## src/rtl/rsq_pkg.sv

```systemverilog
package rsq_pkg;
  localparam int ADDR_W = 8;
  localparam int NIB_W  = 4;
  localparam int KSZ_W  = 4;
  typedef enum logic {
    MODE_FILTER   = 1'b0,
    MODE_RESAMPLE = 1'b1
  } addr_mode_e;
endpackage

```

## src/rtl/rsq_walk_ctr.sv

```systemverilog
module rsq_walk_ctr
  import rsq_pkg::*;
(
  input  logic              clk,
  input  logic              rst_n,
  input  logic              clr,
  input  logic              en,
  input  logic [KSZ_W-1:0]  ksize_m1,
  input  addr_mode_e        mode,
  output logic [ADDR_W-1:0] walk,
  output logic              tap_last
);
  localparam int SIDE_W = KSZ_W + 1;
  localparam int TAPS_W = 2 * SIDE_W;

  logic [SIDE_W-1:0] side;
  logic [TAPS_W-1:0] taps;
  logic [ADDR_W-1:0] walk_q, walk_d;
  logic              walk_ce;

  // side length: resampling keeps only two size bits (4x4 at most)
  always_comb begin
    if (mode == MODE_RESAMPLE)
      side = SIDE_W'(ksize_m1[1:0]) + SIDE_W'(1);
    else
      side = SIDE_W'(ksize_m1) + SIDE_W'(1);
    taps = TAPS_W'(side) * TAPS_W'(side);
  end

  assign tap_last = (TAPS_W'(walk_q) == taps - TAPS_W'(1));

  always_comb begin
    walk_ce = clr | en;
    if (clr)
      walk_d = '0;
    else if (tap_last)
      walk_d = '0;
    else
      walk_d = walk_q + ADDR_W'(1);
  end

  always_ff @(posedge clk or negedge rst_n) begin
    if (!rst_n)
      walk_q <= '0;
    else if (walk_ce)
      walk_q <= walk_d;
  end

  assign walk = walk_q;
endmodule

```

## src/rtl/rsq_axis.sv

```systemverilog
module rsq_axis #(
  parameter int W = 8
) (
  input  logic         clk,
  input  logic         rst_n,
  input  logic         load,
  input  logic         step,
  input  logic [W-1:0] lo,
  input  logic [W-1:0] hi,
  output logic [W-1:0] pos,
  output logic         at_end
);
  logic [W-1:0] pos_q, pos_d;
  logic         pos_ce;

  // the range runs one past the upper limit
  assign at_end = (pos_q == hi + W'(1));

  always_comb begin
    pos_ce = load | step;
    if (load)
      pos_d = lo;
    else if (at_end)
      pos_d = lo;
    else
      pos_d = pos_q + W'(1);
  end

  always_ff @(posedge clk or negedge rst_n) begin
    if (!rst_n)
      pos_q <= '0;
    else if (pos_ce)
      pos_q <= pos_d;
  end

  assign pos = pos_q;
endmodule

```

## src/rtl/rsq_addr_fmt.sv

```systemverilog
module rsq_addr_fmt
  import rsq_pkg::*;
(
  input  addr_mode_e        mode,
  input  logic [NIB_W-1:0]  frac,
  input  logic [ADDR_W-1:0] walk,
  output logic [ADDR_W-1:0] addr
);
  localparam int LO_W = ADDR_W - NIB_W;

  generate
    if (LO_W > 0) begin : g_split
      always_comb begin
        if (mode == MODE_RESAMPLE)
          addr = {frac, walk[LO_W-1:0]};
        else
          addr = walk;
      end
    end else begin : g_flat
      assign addr = walk;
    end
  endgenerate
endmodule

```

## src/rtl/raster_walk_seq.sv

```systemverilog
module raster_walk_seq
  import rsq_pkg::*;
#(
  parameter int CW = 8
) (
  input  logic              clk,
  input  logic              rst_n,
  input  logic              start,
  input  logic [CW-1:0]     u_lo,
  input  logic [CW-1:0]     u_hi,
  input  logic [CW-1:0]     v_lo,
  input  logic [CW-1:0]     v_hi,
  input  logic [KSZ_W-1:0]  ksize_m1,
  input  logic              resample,
  input  logic [NIB_W-1:0]  frac,
  output logic              valid,
  output logic [CW-1:0]     u,
  output logic [CW-1:0]     v,
  output logic [ADDR_W-1:0] coef_addr,
  output logic              frame_end
);
  addr_mode_e        mode;
  logic              run_q, run_d, run_ce;
  logic [ADDR_W-1:0] walk;
  logic              tap_last;
  logic              adv;
  logic              u_end, v_end;
  logic              u_step, v_step;

  assign mode = addr_mode_e'(resample);

  always_comb begin
    run_ce = start;
    run_d  = 1'b1;
  end

  always_ff @(posedge clk or negedge rst_n) begin
    if (!rst_n)
      run_q <= 1'b0;
    else if (run_ce)
      run_q <= run_d;
  end

  assign adv    = run_q & tap_last;
  assign u_step = adv & ~start;
  assign v_step = adv & u_end & ~start;

  rsq_walk_ctr u_walk (
    .clk      (clk),
    .rst_n    (rst_n),
    .clr      (start),
    .en       (run_q),
    .ksize_m1 (ksize_m1),
    .mode     (mode),
    .walk     (walk),
    .tap_last (tap_last)
  );

  rsq_axis #(.W(CW)) u_col (
    .clk    (clk),
    .rst_n  (rst_n),
    .load   (start),
    .step   (u_step),
    .lo     (u_lo),
    .hi     (u_hi),
    .pos    (u),
    .at_end (u_end)
  );

  rsq_axis #(.W(CW)) u_row (
    .clk    (clk),
    .rst_n  (rst_n),
    .load   (start),
    .step   (v_step),
    .lo     (v_lo),
    .hi     (v_hi),
    .pos    (v),
    .at_end (v_end)
  );

  rsq_addr_fmt u_fmt (
    .mode (mode),
    .frac (frac),
    .walk (walk),
    .addr (coef_addr)
  );

  assign valid     = run_q;
  assign frame_end = adv & u_end & v_end;
endmodule

```

## config.mk

```make
export PLATFORM = sky130hd
export DESIGN_NAME = raster_walk_seq
export DESIGN_NICKNAME = d
export VERILOG_FILES = /design/src/rtl/rsq_pkg.sv /design/src/rtl/rsq_walk_ctr.sv /design/src/rtl/rsq_axis.sv /design/src/rtl/rsq_addr_fmt.sv /design/src/rtl/raster_walk_seq.sv
export SDC_FILE = /design/constraint.sdc
export NUM_CORES = 1
export LEC_CHECK = 0
export BUFFER_PORTS_ARGS = -buffer_cell sky130_fd_sc_hd__clkbuf_2
export CAP_MARGIN = 20
export CORE_ASPECT_RATIO = 0.75
export CORE_MARGIN = 2
export CORE_UTILIZATION = 35
export CTS_CLUSTER_SIZE = 20
export DETAILED_ROUTE_END_ITERATION = 7
export PLACE_DENSITY_LB_ADDON = 0.1
export SETUP_SLACK_MARGIN = 0.15
export SKIP_CTS_REPAIR_TIMING = 1
export SLEW_MARGIN = 25
export SYNTH_ARGS = -nofsm -noshare
export SYNTH_HDL_FRONTEND = slang
export SYNTH_SLANG_ARGS = --single-unit
```

## constraint.sdc

```tcl
create_clock -name clk -period 4.15 [get_ports clk]
set_input_delay 0 -clock clk [delete_from_list [all_inputs] [get_ports clk]]
set_output_delay 0 -clock clk [all_outputs]
set_load 0.01 [all_outputs]
```

Word-level counts from Yosys, hierarchy flattened

Cells that the tools add are included.

Memories: 0
RAM bits: 0
Memory bits (read-only): 0
Word-level logic and storage cells: 33
Bits in latches: 0
Register bits: 25
Input port bits: 44
Output and inout bits: 26

Eq/ne operators: 3
Shift-type cells: 0
Bitwise logic cells: 9
Order comparisons: 0
Divide/modulo/power cells: 0
Add/subtract/negate cells: 8
Reduce and logical (&&, ||, !) cells: 0
Mux-type cells: 8
Multipliers: 1

Operators by type and width:

| cell                                               | count |
|---|---|
| 2-to-1 mux 8 bit                                   | 7 |
| adder 8 x 1 -> 8 bit, second input constant        | 5 |
| equality test 8 bit                                | 2 |
| equality test 8 x 10 -> 1 bit                      | 1 |
| multiplier 5 x 5 -> 10 bit                         | 1 |
| subtractor 10 x 1 -> 10 bit, second input constant | 1 |
| adder 4 x 1 -> 5 bit, second input constant        | 1 |
| AND 1 bit                                          | 5 |
| 2-to-1 mux 5 bit                                   | 1 |
| adder 2 x 1 -> 3 bit, second input constant        | 1 |
| OR 1 bit                                           | 3 |
| NOT 1 bit                                          | 1 |

Depth between registers and ports, before layout

Word-level depth: 9
Depth in mapped cells: 18
Gate-level depth less buffers: 17

Modules after synthesis

From an unflattened synthesis, not the netlist that was laid out.

Cell total of the unflattened synthesis: 367
Area, all modules: 3125.5 um^2

By module, submodules not included:

| module          | cells each | seq. area each (um^2) | area each (um^2) | instances |
|---|---|---|---|---|
| rsq_axis        | 102        | 200.2                 | 857.1            | 2 |
| rsq_walk_ctr    | 150        | 200.2                 | 1276.2           | 1 |
| rsq_addr_fmt    | 8          | 0.0                   | 75.1             | 1 |
| raster_walk_seq | 5          | 25.0                  | 60.1             | 1 |

Worst setup path after synthesis

No wires, ideal clock.

Path type: input -> register
From: input ksize_m1[0]
To: register u_walk.walk_q[3] (netlist: u_walk.walk[3])
Stages on the path: 18
Data arrival time: 3.804 ns
Slack: 0.189 ns
Library setup time: 0.158 ns
Buffers on the path: 1
Data required time: 3.992 ns
Cell sequence: inv_1 > ha_1 > or3_1 > ha_1 > inv_1 > ha_1 > a21oi_1 > fa_1 > inv_1 > ha_1 > or2_2 > o22ai_1 > xnor2_1 > and4_1 > or4b_1 > clkbuf_1 > a21boi_0 > o32ai_1

Word-level cells in the longest chain between the ends: 7
Elaborated cells between the ends (all ways): 8
Those cells by class: add/sub (3); mul (1); eq/ne (1); mux (3)

RTL lines:

| what                                                         | RTL line                               | RTL |
|---|---|---|
| from (decl)                                                  | raster_walk_seq.sv:13                  | `input logic [KSZ_W-1:0] ksize_m1,` |
| adder 4 x 1 -> 5 bit or adder 2 x 1 -> 3 bit (tied branches) | rsq_walk_ctr.sv:26, rsq_walk_ctr.sv:24 |  |
| 2-to-1 mux 5 bit *                                           | rsq_walk_ctr.sv:23                     | `if (mode == MODE_RESAMPLE)` |
| multiplier 5 x 5 -> 10 bit *                                 | rsq_walk_ctr.sv:27                     | `taps = TAPS_W'(side) * TAPS_W'(side);` |
| subtractor 10 x 1 -> 10 bit *                                | rsq_walk_ctr.sv:30                     | `assign tap_last = (TAPS_W'(walk_q) == taps - TAPS_W'(1));` |
| equality test 8 x 10 -> 1 bit *                              | rsq_walk_ctr.sv:30                     |  |
| 2-to-1 mux 8 bit *                                           | rsq_walk_ctr.sv:36                     | `else if (tap_last)` |
| 2-to-1 mux 8 bit *                                           | rsq_walk_ctr.sv:34                     | `if (clr)` |
| to (signal assigned)                                         | rsq_walk_ctr.sv:46                     | `walk_q <= walk_d;` |
| to (decl)                                                    | rsq_walk_ctr.sv:18                     | `logic [ADDR_W-1:0] walk_q, walk_d;` |

Mark *: on every way between the ends. The rest lies on a longest branch, timed or not.
A chain may end at the register's enable or synchronous reset.

Final worst setup path

From: input ksize_m1[0]
To: register u_walk.walk_q[4] (netlist: u_walk.walk[4])

Same word-level chain as after synthesis.

==> impl_metrics.csv <==
group,metric,value,unit
finish,drive_gt1_frac,0.301,
status,outcome,"finished with violations",
power,switchingPower,438,uW
routing,drt_iter0_markers,173,
timing,final.period_utilization,0.935,
yosys,ys_async_sr_fraction,1.00,
global_routing,grt_pass1_wl,13.3,mm
power,p_seq_frac,0.290,
routing,wl,8.12,mm
worst_setup_path,worst_path_largest_cell_delay,530,ps
finish,final_cell_area,3790,sq um
clock_network,cts_tree,"built",
finish,final_cells,543,
yosys,synth_top_area_frac,0.205,
clock_network,clock_path_buffers,2,
floorplan,core,8450,sq um
yosys,syn_area_per_cell,8.49,sq um
yosys,synth_ff_type,"dfrtp_1",
finish,layout.nets,505,
worst_setup_path,r2r_slack,1460,ps
yosys,yosysTopAreaCell,"dfrtp_1",
floorplan,die_w,112,microns
yosys,syn-cell-area,3050,sq um
worst_setup_path,path_max_fanout,7,
min_path,hold_end,"u_col.pos[1]$_DFFE_PN0P_",
job,drv_cap,0,
power,p_int,680,uW
routing,viasPerCell,5.42,
clock_network,cts_sinks,25,
placed_design,dpl-instance-area,3560,sq um
finish,syn2layout_area_growth,24.3,%
placed_design,gp_congestion,0.842,
floorplan,fp-row-count,29,
timing,hold_ws,-9.45,ps
floorplan,pin_count,70,
power,clkPwrFrac,0.197,
timing,hold_violations,2,
power,static-leakage-power,1.69,nW
placed_design,place_inst,533,
yosys,synth-seq-area-share,0.205,
routing,drc,0,
worst_setup_path,cp.required,4260,ps
timing,fmax,258,MHz
clock_network,cts.htree.levels,1,
timing,finalMaxSlewViolations,0,
placed_design,port-buffer-count,69,
floorplan,start_util,0.360,
global_routing,grt_max_degree,40,
timing,max_slew_margin,0.445,
power,power_density,295,nW/um^2
worst_setup_path,cp-start-kind,"primary input",
worst_setup_path,critical_path_class,"primary input to flop",
power,power,1.12,mW
routing,drt_first_pass_iters,5,
yosys,synth-seq-cells,25,
worst_setup_path,path_cells,"clkbuf_2 > inv_1 > ha_1 > or3_4 > ha_1 > inv_1 > ha_1 > a21oi_2 > fa_1 > inv_1 > ha_4 > or2_2 > o22ai_2 > xnor2_1 > and4_1 > or4b_4 > a21boi_0 > o32ai_1",
placed_design,detailedPlacementHpwl,6.15,mm
yosys,synth_cell_types,70,
min_path,min_path_cells,3,
global_routing,grt_pass1_vias,2707,
global_routing,overflow,0,
timing,rsz0062_at_grt,"false",
yosys,synth_edf_count,0,
floorplan,die_y,84.8,microns
global_routing,antenna_found_initial,0,
finish,final_util,0.448,
routing,via_count,2944,
routing,detail_route.wl_per_cell,15.0,microns
power,peakVddDrop,0.151,mV
clock_network,cts-root-buf,"clkbuf_16",
worst_setup_path,worstReg2RegStart,"u_col.pos[6]$_DFFE_PN0P_",
status,violations,"hold timing",
routing,ant_nets,0,
yosys,ys_warn_count,0,
floorplan,dieArea,9470,sq um
timing,setup_tns,0,ps
worst_setup_path,crit_slowest_cell,"or4b_4",
yosys,synth_area_leaders,"dfrtp_1 (21%), ha_1 (8.6%), xnor2_1 (6.0%)",
clock_network,clkLatencyLatePin,260,ps
worst_setup_path,reg2regPathDepth,8,
clock_network,path_clk_slew,60,ps
min_path,min_path_type,"primary input to flop",
yosys,synth_cells,359,
worst_setup_path,cp_top_family,"adder cells",
worst_setup_path,rr_endpoint,"u_row.pos[1]$_DFFE_PN0P_",
worst_setup_path,worstSetupEndpointType,"flop",
timing,period_needed,3880,ps
power,share_comb_of_total_power,0.513,
finish,diodes,0,
min_path,hp-start,"u_lo[1]",
timing,clock_skew,2.95,ps
timing,setup_viol,0,
worst_setup_path,critical_path_buf_inv_count,4,
worst_setup_path,cp.arrival,3990,ps
global_routing,globalRouteTotalUtil,0.167,
timing,worst_pin_slew,833,ps
power,sw_frac_of_total,0.391,
clock_network,cts_buffers,3,
==> registers in the layout, indices dropped and copies added, names as in the netlist <==
name and cells:
u_col.pos 8, u_row.pos 8, u_walk.walk 8, valid 1
==> how the worst max path moves through the flow <==
stage,cells past startpoint,end,startpoint,slack [ps]
detailed placement,18,u_walk.walk[4]$_DFFE_PN0P_,ksize_m1[0],-60
global placement,19,u_walk.walk[5]$_DFFE_PN0P_,ksize_m1[0],-50
floorplan,18,u_walk.walk[3]$_DFFE_PN0P_,ksize_m1[0],190
global route,19,u_col.pos[7]$_DFFE_PN0P_,ksize_m1[0],100
finish,18,u_walk.walk[4]$_DFFE_PN0P_,ksize_m1[0],270
CTS,18,u_walk.walk[4]$_DFFE_PN0P_,ksize_m1[0],180
==> cells by family (layout without fill, tap and decap cells) <==
logic type,after synthesis,after routing,share of synthesized area
mux,11,11,0.0374
simple gates,142,142,0.278
fa+ha+maj,25,25,0.113
xor+xnor,29,29,0.0834
other cells,1,2,0.00123
buf+inv,51,126,0.0735
flops,25,25,0.205
compound gates,75,75,0.208
==> area by class of cell <==
class,count,area [sq um]
clock buffer,4,78.8
fill,888,4670
inverter,29,109
multi-input combinational,284,2290
sequential,25,626
tap,108,135
timing repair buffer,93,551
==> power groups by stage <==
stage / clock [mW] / sequential [mW] / combinational [mW]
final: 0.220 / 0.324 / 0.574
after global placement: 0 / 0.329 / 0.520
after floorplan: 0 / 0.314 / 0.366
after global routing: 0.233 / 0.333 / 0.632
after detailed placement: 0 / 0.330 / 0.517
after CTS: 0.227 / 0.325 / 0.521
==> worst register-to-register path, stage by stage, from the launching register on <==
cell and delay (ps):
dfrtp_1 440, xnor2_1 160, or3_1 370, a2111o_1 450
nor4_4 240, buf_4 240, inv_2 90, o21ai_4 220
mux2_2 360
==> Yosys cell counts, drive strengths merged, types with 7 or more instances <==
library cell	instances
nand3	15
nand4	10
xor2	8
nor2	25
nor4	7
buf	9
ha	21
nor2b	8
inv	29
o21ai	8
nand2	21
clkbuf	13
and3	13
dfrtp	25
xnor2	21
mux2i	8
a221oi	10
==> placed cells by master (no fill, tap or decap), types with 5 or more instances in the layout <==
master / count
a21o_1: 6
a221oi_2: 6
and2_1: 5
and3_1: 13
buf_4: 18
clkbuf_2: 69
dfrtp_1: 25
dlygate4sd3_1: 5
ha_1: 19
inv_1: 28
mux2i_1: 8
nand2_1: 20
nand2b_1: 5
nand3_1: 14
nand4_1: 10
nor2_1: 23
nor2b_1: 8
o21ai_0: 7
xnor2_1: 21
xor2_1: 8
==> metrics by stage <==
step | setup slack, ps | hold WS, ps
after global routing | 104 | 2.77
after global placement | -50.9 | 75.7
after CTS | 176 | -208
after detailed placement | -56.5 | 73.0
after floorplan | 189 | -296
final | 271 | -9.45
==> layer usage <==
metal	GRT usage	vias up	routed length, microns
li1	-	1481	-
met1	0.259	1400	4200
met2	0.255	59	3570
met3	0.0253	4	320
met4	0.0135	0	29
met5	0	-	0
Power figures use the tool's default switching activity.
